**config.mk**
```make
export PLATFORM = sky130hd
export DESIGN_NAME = gpio_pinmux_ctrl
export DESIGN_NICKNAME = d
export VERILOG_FILES = /design/src/rtl/gpio_pinmux_pkg.sv /design/src/rtl/gpio_regs.sv /design/src/rtl/gpio_pinmux.sv /design/src/rtl/gpio_change_det.sv /design/src/rtl/gpio_pinmux_ctrl.sv
export SDC_FILE = /design/constraint.sdc
export NUM_CORES = 1
export LEC_CHECK = 0
export CAP_MARGIN = 10
export CORE_UTILIZATION = 47
export CTS_CLUSTER_SIZE = 24
export DETAILED_ROUTE_END_ITERATION = 8
export DONT_BUFFER_PORTS = 1
export PLACE_DENSITY_LB_ADDON = 0.25
export SYNTH_ARGS = -nofsm -noshare
export SYNTH_HDL_FRONTEND = slang
export SYNTH_SLANG_ARGS = --single-unit
```
**constraint.sdc**
```tcl
create_clock -name clk -period 2.4 [get_ports clk]
set_clock_uncertainty 0.2 [all_clocks]
set_input_delay 0.48 -clock clk [delete_from_list [all_inputs] [get_ports clk]]
set_output_delay 0.48 -clock clk [all_outputs]
set_load 0.03 [all_outputs]
```
**src/rtl/gpio_pinmux_pkg.sv**
```systemverilog
package gpio_pinmux_pkg;
  localparam logic [2:0] MODE_GPIO     = 3'd0;
  localparam logic [2:0] MODE_RTSCTS   = 3'd1;
  localparam logic [2:0] MODE_DTRDSR   = 3'd2;
  localparam logic [2:0] MODE_XEN_TX   = 3'd3;
  localparam logic [2:0] MODE_XEN_ADDR = 3'd4;

  localparam logic [2:0] ADDR_MODE = 3'd0;
  localparam logic [2:0] ADDR_DIR  = 3'd1;
  localparam logic [2:0] ADDR_MASK = 3'd2;
  localparam logic [2:0] ADDR_DOUT = 3'd3;
  localparam logic [2:0] ADDR_STAT = 3'd4;
  localparam logic [2:0] ADDR_LVL  = 3'd5;

  // Fixed pin assignments of the hardware functions
  localparam int CTS_PIN = 4;
  localparam int RTS_PIN = 5;
  localparam int DSR_PIN = 2;
  localparam int DTR_PIN = 3;
  localparam int XEN_PIN = 5;

  typedef struct packed {
    logic       pol;  // line-driver enable polarity
    logic [2:0] sel;  // mode select
  } mode_cfg_t;
endpackage

```
**src/rtl/gpio_regs.sv**
```systemverilog
module gpio_regs
  import gpio_pinmux_pkg::*;
#(
  parameter int NPINS = 6,
  parameter int AW    = 3
) (
  input  logic             clk,
  input  logic             rst_n,
  input  logic             wr,
  input  logic             rd,
  input  logic [AW-1:0]    addr,
  input  logic [7:0]       wdata,
  input  logic [NPINS-1:0] status,
  input  logic [NPINS-1:0] level,
  output logic [7:0]       rdata,
  output mode_cfg_t        mode,
  output logic [NPINS-1:0] dir,
  output logic [NPINS-1:0] mask,
  output logic [NPINS-1:0] dout,
  output logic             stat_clr
);
  mode_cfg_t        mode_q, mode_d;
  logic [NPINS-1:0] dir_q, dir_d, mask_q, mask_d, dout_q, dout_d;
  logic             unused_wbits;

  assign unused_wbits = ^wdata[7:NPINS];

  always_comb begin
    mode_d = mode_q;
    dir_d  = dir_q;
    mask_d = mask_q;
    dout_d = dout_q;
    if (wr) begin
      case (addr)
        ADDR_MODE: mode_d = wdata[3:0];
        ADDR_DIR:  dir_d  = wdata[NPINS-1:0];
        ADDR_MASK: mask_d = wdata[NPINS-1:0];
        ADDR_DOUT: dout_d = wdata[NPINS-1:0];
        default: ;
      endcase
    end
  end

  always_ff @(posedge clk or negedge rst_n) begin
    if (!rst_n) begin
      mode_q <= '0;
      dir_q  <= '0;
      mask_q <= '0;
      dout_q <= '0;
    end else if (wr) begin
      mode_q <= mode_d;
      dir_q  <= dir_d;
      mask_q <= mask_d;
      dout_q <= dout_d;
    end
  end

  always_comb begin
    case (addr)
      ADDR_MODE: rdata = {4'h0, mode_q};
      ADDR_DIR:  rdata = 8'(dir_q);
      ADDR_MASK: rdata = 8'(mask_q);
      ADDR_DOUT: rdata = 8'(dout_q);
      ADDR_STAT: rdata = 8'(status);
      ADDR_LVL:  rdata = 8'(level);
      default:   rdata = 8'h00;
    endcase
  end

  assign stat_clr = rd && (addr == ADDR_STAT);
  assign mode     = mode_q;
  assign dir      = dir_q;
  assign mask     = mask_q;
  assign dout     = dout_q;

  // a mode write keeps only the low nibble
  assert_mode_write_R2: assert property (@(posedge clk) disable iff (!rst_n)
    (wr && addr == ADDR_MODE) |=> (rdata[7:4] == 4'h0 || addr != ADDR_MODE) && (mode_q == $past(wdata[3:0])));
endmodule

```
**src/rtl/gpio_pinmux.sv**
```systemverilog
module gpio_pinmux
  import gpio_pinmux_pkg::*;
#(
  parameter int NPINS = 6
) (
  input  mode_cfg_t        mode,
  input  logic [NPINS-1:0] dir,
  input  logic [NPINS-1:0] dout,
  input  logic             rts_n,
  input  logic             dtr_n,
  input  logic             xen_tx,
  input  logic             xen_addr,
  output logic [NPINS-1:0] pin_o,
  output logic [NPINS-1:0] pin_oe,
  output logic [NPINS-1:0] claimed
);
  for (genvar i = 0; i < NPINS; i++) begin : g_pin
    logic own_in, own_out, hw_val;

    always_comb begin
      own_in  = 1'b0;
      own_out = 1'b0;
      hw_val  = 1'b0;
      case (mode.sel)
        MODE_RTSCTS: begin
          if (i == CTS_PIN) own_in = 1'b1;
          if (i == RTS_PIN) begin own_out = 1'b1; hw_val = rts_n; end
        end
        MODE_DTRDSR: begin
          if (i == DSR_PIN) own_in = 1'b1;
          if (i == DTR_PIN) begin own_out = 1'b1; hw_val = dtr_n; end
        end
        MODE_XEN_TX: begin
          if (i == XEN_PIN) begin own_out = 1'b1; hw_val = mode.pol ? xen_tx : ~xen_tx; end
        end
        MODE_XEN_ADDR: begin
          if (i == XEN_PIN) begin own_out = 1'b1; hw_val = mode.pol ? xen_addr : ~xen_addr; end
        end
        default: ;
      endcase
    end

    assign claimed[i] = own_in | own_out;
    assign pin_oe[i]  = own_out | (~(own_in | own_out) & dir[i]);
    assign pin_o[i]   = own_out ? hw_val : (dir[i] & ~own_in & dout[i]);
  end
endmodule

```
**src/rtl/gpio_change_det.sv**
```systemverilog
module gpio_change_det #(
  parameter int NPINS       = 6,
  parameter int SYNC_STAGES = 2
) (
  input  logic             clk,
  input  logic             rst_n,
  input  logic [NPINS-1:0] pin_i,
  input  logic [NPINS-1:0] elig,
  input  logic             clr,
  output logic [NPINS-1:0] level,
  output logic [NPINS-1:0] status
);
  localparam int LAST = SYNC_STAGES - 1;

  logic [NPINS-1:0] sync_q [SYNC_STAGES];
  logic [NPINS-1:0] prev_q, status_q, status_d, set_v;

  for (genvar s = 0; s < SYNC_STAGES; s++) begin : g_sync
    if (s == 0) begin : g_first
      always_ff @(posedge clk or negedge rst_n)
        if (!rst_n) sync_q[s] <= '0;
        else        sync_q[s] <= pin_i;
    end else begin : g_next
      always_ff @(posedge clk or negedge rst_n)
        if (!rst_n) sync_q[s] <= '0;
        else        sync_q[s] <= sync_q[s-1];
    end
  end

  assign level = sync_q[LAST];

  always_comb begin
    set_v    = (level ^ prev_q) & elig;
    status_d = set_v | (status_q & ~{NPINS{clr}});
  end

  always_ff @(posedge clk or negedge rst_n) begin
    if (!rst_n) begin
      prev_q   <= '0;
      status_q <= '0;
    end else begin
      prev_q   <= level;
      status_q <= status_d;
    end
  end

  assign status = status_q;

  for (genvar i = 0; i < NPINS; i++) begin : g_chk
    // a status bit only rises for a pin that was eligible
    assert_no_ineligible_set_R11: assert property (@(posedge clk) disable iff (!rst_n)
      $rose(status_q[i]) |-> $past(elig[i]));
    // status stays set until a clear strobe
    assert_status_sticky_R12: assert property (@(posedge clk) disable iff (!rst_n)
      (status_q[i] && !clr) |=> status_q[i]);
  end
endmodule

```
**src/rtl/gpio_pinmux_ctrl.sv**
```systemverilog
module gpio_pinmux_ctrl
  import gpio_pinmux_pkg::*;
#(
  parameter int NPINS       = 6,
  parameter int SYNC_STAGES = 2,
  parameter int AW          = 3
) (
  input  logic             clk,
  input  logic             rst_n,
  input  logic             reg_wr,
  input  logic             reg_rd,
  input  logic [AW-1:0]    reg_addr,
  input  logic [7:0]       reg_wdata,
  output logic [7:0]       reg_rdata,
  input  logic [NPINS-1:0] pin_i,
  output logic [NPINS-1:0] pin_o,
  output logic [NPINS-1:0] pin_oe,
  input  logic             rts_n_i,
  input  logic             dtr_n_i,
  input  logic             xcvr_tx_i,
  input  logic             xcvr_addr_i,
  output logic             cts_n_o,
  output logic             dsr_n_o,
  output logic             irq
);
  logic [1:0]       rst_sync_q;
  logic             rst_n_int;
  mode_cfg_t        mode;
  logic [NPINS-1:0] dir, mask, dout, claimed, elig, level, status;
  logic             stat_clr;

  // asynchronous assert, synchronous release
  always_ff @(posedge clk or negedge rst_n)
    if (!rst_n) rst_sync_q <= 2'b00;
    else        rst_sync_q <= {rst_sync_q[0], 1'b1};

  assign rst_n_int = rst_sync_q[1];

  gpio_regs #(.NPINS(NPINS), .AW(AW)) i_regs (
    .clk(clk), .rst_n(rst_n_int), .wr(reg_wr), .rd(reg_rd), .addr(reg_addr),
    .wdata(reg_wdata), .status(status), .level(level), .rdata(reg_rdata),
    .mode(mode), .dir(dir), .mask(mask), .dout(dout), .stat_clr(stat_clr)
  );

  gpio_pinmux #(.NPINS(NPINS)) i_mux (
    .mode(mode), .dir(dir), .dout(dout), .rts_n(rts_n_i), .dtr_n(dtr_n_i),
    .xen_tx(xcvr_tx_i), .xen_addr(xcvr_addr_i),
    .pin_o(pin_o), .pin_oe(pin_oe), .claimed(claimed)
  );

  assign elig = ~claimed & ~dir & ~mask;

  gpio_change_det #(.NPINS(NPINS), .SYNC_STAGES(SYNC_STAGES)) i_det (
    .clk(clk), .rst_n(rst_n_int), .pin_i(pin_i), .elig(elig), .clr(stat_clr),
    .level(level), .status(status)
  );

  assign cts_n_o = (mode.sel == MODE_RTSCTS) ? level[CTS_PIN] : 1'b1;
  assign dsr_n_o = (mode.sel == MODE_DTRDSR) ? level[DSR_PIN] : 1'b1;
  assign irq     = |status;

  // in handshake mode the clear-to-send pin never drives, request-to-send always does
  assert_rtscts_pins_R5: assert property (@(posedge clk) disable iff (!rst_n_int)
    (mode.sel == MODE_RTSCTS) |-> (!pin_oe[CTS_PIN] && pin_oe[RTS_PIN]));
  // irq drops the cycle after a clear when nothing new arrives
  assert_irq_clear_R10: assert property (@(posedge clk) disable iff (!rst_n_int)
    (stat_clr && elig == '0) |=> !irq);
endmodule

```
# Yosys cells after proc, flatten, opt, wreduce, memory -nomap -nowiden
# Index checks and enable logic that the tools add are counted.
[classes] n_eq_ne=9 mux=12 bitwise=27 reduce_logical=8
[ops] cell="6-bit one-hot mux with 6 select lines" n=1
[ops] cell="6-bit bitwise AND" n=4
[ops] cell="6-bit inverter" n=4
[ops] cell="3-bit by 2-bit == test with 1-bit output, second input constant" n=4
[ops] cell="1-bit bitwise AND" n=10
[ops] cell="1-bit 2-to-1 mux" n=10
[ops] cell="3-bit == test, second input constant" n=3
[ops] cell="2-bit AND reduction" n=4
[ops] cell="3-bit by 1-bit == test with 1-bit output, second input constant" n=2
[ops] cell="6-bit bitwise OR" n=1
[ops] cell="6-bit OR reduction" n=1
[ops] cell="6-bit XOR" n=1
[ops] cell="1-bit inverter" n=5
[ops] cell="3-bit zero test" n=1
[ops] cell="1-bit one-hot mux with 3 select lines" n=1
[ops] cell="3-bit OR reduction" n=1
[ops] cell="1-bit bitwise OR" n=2
[ops] cell="1-bit logical AND" n=1
[totals] ff_bits=48 inputBits=25 word_cells=66

# Longest topological paths before layout
[logic_depth] ltp_word=8 mapped_depth=5 ltp_nobuf=3

# Modules after synthesis
# From an unflattened synthesis, not the netlist that was laid out.
[hier_totals] cells_unflattened=193 hier_area_um2=2342.2
[modules_own_cells] module="gpio_regs" n_inst=1 cells_per_inst=100 area_per_inst_um2=1221.2
[modules_own_cells] module="gpio_change_det" n_inst=1 cells_per_inst=43 area_per_inst_um2=754.5
[modules_own_cells] module="gpio_pinmux" n_inst=1 cells_per_inst=36 area_per_inst_um2=249.0
[modules_own_cells] module="gpio_pinmux_ctrl" n_inst=1 cells_per_inst=14 area_per_inst_um2=117.6

# Worst setup path after synthesis
# No wires, ideal clock.
[synth_path] kind="input-to-output" start="input port xcvr_addr_i" end="output port pin_o[5]" t_arrival_ps=1874 path_slack_ps=-154 cell_stages=3 n_path_buf=0 cell_sequence="xor2_1 -> o311a_1 -> nor4_1"
[synth_via] elab_chain_len=4
[synth_rtl] item="start, declared" line_no="gpio_pinmux_ctrl.sv:21" text="input logic xcvr_addr_i,"
[synth_rtl] item="1-bit inverter" line_no="gpio_pinmux.sv:37" text="if (i == XEN_PIN) begin own_out = 1'b1; hw_val = mode.pol ? xen_addr : ~xen_addr; end"
[synth_rtl] item="1-bit 2-to-1 mux *" line_no="gpio_pinmux.sv:37"
[synth_rtl] item="1-bit one-hot mux with 3 select lines *" line_no="gpio_pinmux.sv:24" text="case (mode.sel)"
[synth_rtl] item="1-bit 2-to-1 mux *" line_no="gpio_pinmux.sv:45" text="assign pin_o[i] = own_out ? hw_val : (dir[i] & ~own_in & dout[i]);"
[synth_rtl] item="end, declared" line_no="gpio_pinmux_ctrl.sv:16" text="output logic [NPINS-1:0] pin_o,"
# Every way passes the cells marked *; elsewhere a longest branch is shown, timed or not.

# Worst setup path in the final report
[layout_path] start="register i_regs.mode_q (netlist bit i_regs.mode[2])" end="output port pin_o[5]"
[layout_via] elab_chain_len=4 word_cells_on_any_way=7
[layout_rtl] item="start, declared" line_no="gpio_regs.sv:22" text="mode_cfg_t mode_q, mode_d;"
[layout_rtl] item="start signal, assigned" line_no="gpio_regs.sv:51" text="mode_q <= mode_d;"
[layout_rtl] item="3-bit by 1-bit == test with 1-bit output (tied with other cells)" line_no="gpio_pinmux.sv:24"
[layout_rtl] item="3-bit OR reduction (no line)"
[layout_rtl] item="1-bit 2-to-1 mux"
[layout_rtl] item="1-bit 2-to-1 mux *" line_no="gpio_pinmux.sv:45"
# Marked as above.

==> impl_results.md <==
- Std cell rows: 24
- Clock Tree Buf Depth: 2
- Share of synthesized registers carrying an async set or reset: 1.000
- Core Footprint: approximately 4400 um^2
- Number of remaining DRC errors: 0
- Most area-consuming cells after synthesis: sky130_fd_sc_hd__dfrtp_1, sky130_fd_sc_hd__mux2_2, sky130_fd_sc_hd__nand2_1
- Slowest cell on crit path: sky130_fd_sc_hd__or3b_2
- Headroom to the max-slew limit: 0.5711
- Routed via count divided by cell count: 5.814
- Maximum number of pins on one net before global-route repair: 47
- Family with the most delay on the worst path: simple AND/OR/NAND/NOR gates
- Slew at the pin closest to its max-slew limit: 639.0 ps
- Number of nets in the final layout: ~210
- TritonCTS clock tree: done
- Leak Pwr: ~1.1 nW
- Dominant cell type by area after synthesis: sky130_fd_sc_hd__dfrtp_1
- H-tree levels: 2
- Via count of the first global-routing pass: 1,451
- Antenna diode count: 0
- Number of DRC markers in iteration 0: 106
- Type of the worst min-delay path: in -> reg
- Number of endpoints failing setup at the final stage: 0
- Endpoint required time on the critical path: 1720 ps
- Number of warning messages in the yosys log: 0
- Ratio of cells with drive above 1 in the final layout: 0.3053
- Number of flip-flops and latches in the synthesized netlist: 48
- Y dimension of the die: 70.82 um
- Most used DFF post-synth: sky130_fd_sc_hd__dfrtp_1
- I/O pin count: 48
- Stage delay of the slowest cell on the critical path: 510 ps
- Sequential element share of the synthesized area: 0.5396
- Fmax: 424.3 MHz
- Max-slew violations: 0
- Share of the synthesized area in the top cell type: 0.5396
- Maximum net fanout on the critical path: 10
- Syn-to-layout area delta: 12.14%
- Global-route wire length before repair: 7.479 mm
- Number of buffers inserted during clock tree synthesis: 5
- Number of different library cells in the post-synthesis netlist: 41
- Initial antenna violation count: 0
- Quantity of I/O buffers inserted on ports: 0
- Count of buffer and inverter cells on the critical path: 1
- Starting Density: 0.5008
- Total half-perimeter wirelength after legalization and detailed placement: 3.073 mm
- 1st-pass router iterations: 8
- Total power density per cell area: ~900 nW/um^2
- Status: finished clean
- Vias: 1,407
- Register clock-pin slew on the reported worst setup and hold paths: 90 ps
- Max_cap viols: 0
- Unrepaired setup endpoints after global routing: true
- CTS root buffer: sky130_fd_sc_hd__clkbuf_8
- Global route overflow: 0
- Crit path launch type: flip-flop
- Number of clock sinks: between 40 and 50
- Post-synth EDFFs: 0
- Class of the most critical setup path: reg -> out
- Final routed wirelength across all metal layers: about 4.6 mm
- Final core utilization: 0.5617
- Final antenna-violating net count: 0
- CP Capture Type: output port
- Highest ir drop seen on vdd: 0.3976 mV
- Mapped Cells: 176
- Cell area after technology mapping: 2226 um^2
- Post-route clock period utilization: 0.9820
- Critical-path cell list: or3b_2, nor2_1, nor4_2, buf_4
- Final min period: 2357 ps
- Clock insertion delay at the later pin of the skew report: about 300 ps
- GRT Resource Usage Total: 0.2025
- Floorplan die width: 70.82 um
- Wire per inst: 18.90 um
- Area of the die: 5015 um^2
- Total setup buffers inserted after CTS: 0
- Critical path arrival: 1680 ps
- Overall power: 2.235 mW
- Mapped Avg Cell Area: 12.65 um^2
- Hold Violations, Final: 0
- Routability cong.: 0.7341
[worst register-to-register path, cell delays in order, from the launching register on]
cell and delay, ps:
sky130_fd_sc_hd__dfrtp_1 480, sky130_fd_sc_hd__nor3b_1 180, sky130_fd_sc_hd__buf_4 160, sky130_fd_sc_hd__or2_2 380, sky130_fd_sc_hd__o31ai_1 270
[cell usage after synthesis, types with 3 or more instances]
cell                       number
sky130_fd_sc_hd__dfrtp_1       48
sky130_fd_sc_hd__mux2_2        29
sky130_fd_sc_hd__nand2_1       14
sky130_fd_sc_hd__buf_2          7
sky130_fd_sc_hd__xnor2_1        6
sky130_fd_sc_hd__buf_4          5
sky130_fd_sc_hd__and2_1         4
sky130_fd_sc_hd__mux2i_1        4
sky130_fd_sc_hd__nor2_1         4
sky130_fd_sc_hd__o21ai_0        4
sky130_fd_sc_hd__o31ai_1        4
sky130_fd_sc_hd__a221oi_1       3
sky130_fd_sc_hd__nor2b_1        3
sky130_fd_sc_hd__o21a_1         3
[cells by family after synthesis]
| logic type | share of synthesized area |
|---|---|
| and+or+nand+nor | 0.1315 |
| muxes | 0.1647 |
| AOI/OAI and AO/OA | 0.08994 |
| other | 0.003374 |
| DFF | 0.5396 |
| xor gates and xnor gates | 0.03148 |
| buffers and inverters | 0.03935 |
[sequential cells by signal, summed over array words and instances (netlist names)]
register      flops
i_det.level       6
i_det.prev_q      6
i_det.status      6
i_det.sync_q      6
i_regs.dir        6
i_regs.dout       6
i_regs.mask       6
i_regs.mode       4
rst_sync_q        2
[metrics by stage]
| step | instance area, um^2 | TNS (ps) | instances | worst slack, ps | hold WS, ps |
|---|---|---|---|---|---|
| finish | 2496 | 0 | 242 | 43.30 | 120.9 |
| CTS | 2495 | 0 | 242 | 11.27 | 109.3 |
| global route | 2496 | -80.60 | 242 | -80.60 | 97.58 |
| detailed placement | 2301 | 0 | 227 | 315.6 | -15.56 |
| global placement | 2301 | 0 | 227 | 364.5 | -15.54 |
| floorplan | 2236 | 0 | 177 | 81.74 | -15.59 |
[layout make-up]
type                    count  area (um^2)
inverters                   1        3.754
flip-flops and latches     48         1206
fillers                   374         1948
multi-input cells         115        947.2
clock buffers               6        82.58
clock inverters             2        38.79
well taps                  52        65.06
repair buffers             18        152.6
[cell usage in the layout (no fill, tap or decap), types with 3 or more instances in the layout]
| cell type | netlist | layout |
|---|---|---|
| sky130_fd_sc_hd__dlygate4sd3_1 | 0 | 7 |
| sky130_fd_sc_hd__o21a_1 | 3 | 3 |
| sky130_fd_sc_hd__nor2_1 | 4 | 4 |
| sky130_fd_sc_hd__xnor2_1 | 6 | 6 |
| sky130_fd_sc_hd__nor2b_1 | 3 | 3 |
| sky130_fd_sc_hd__dfrtp_2 | 0 | 4 |
| sky130_fd_sc_hd__o31ai_1 | 4 | 4 |
| sky130_fd_sc_hd__dfrtp_1 | 48 | 44 |
| sky130_fd_sc_hd__buf_4 | 5 | 11 |
| sky130_fd_sc_hd__conb_1 | 2 | 3 |
| sky130_fd_sc_hd__mux2_2 | 29 | 29 |
| sky130_fd_sc_hd__clkbuf_8 | 0 | 6 |
| sky130_fd_sc_hd__mux2i_1 | 4 | 4 |
| sky130_fd_sc_hd__and2_1 | 4 | 4 |
| sky130_fd_sc_hd__nand2_1 | 14 | 14 |
| sky130_fd_sc_hd__a221oi_1 | 3 | 3 |
[worst paths after layout]
check                               start               to  slack, ps  cells after the start
setup / recovery           i_regs.mode[2]         pin_o[5]         40                      4
min in group asynchronous   rst_sync_q[1]  i_det.sync_q[7]        140                      1
setup reg to reg           i_regs.mode[1]  i_det.status[3]        640                      4
hold / removal               reg_wdata[1]   i_regs.mode[1]        120                      1
max in group asynchronous   rst_sync_q[1]   i_regs.mode[3]       1440                      1
hold reg to reg             rst_sync_q[1]  i_det.sync_q[7]        140                      1
[routing by layer]
layer	track usage	part of all wire
met1	0.2637	0.44
met2	0.3098	0.48
met3	0.07265	0.075
met4	0.08222	0.0057
met5	0	0
[power by group]
part	internal (mW)	switching, mW
logic	0.243	0.310
clock network	0.341	0.271
registers	0.943	0.127
[what timing repair did]
action                     CTS  global route
hold buffers                 7             0
resized for setup            2             1
pin swaps                    0             0
setup endpoints to repair    1             1
hold endpoints to repair     8             0
(Power assumes the default switching activity.)
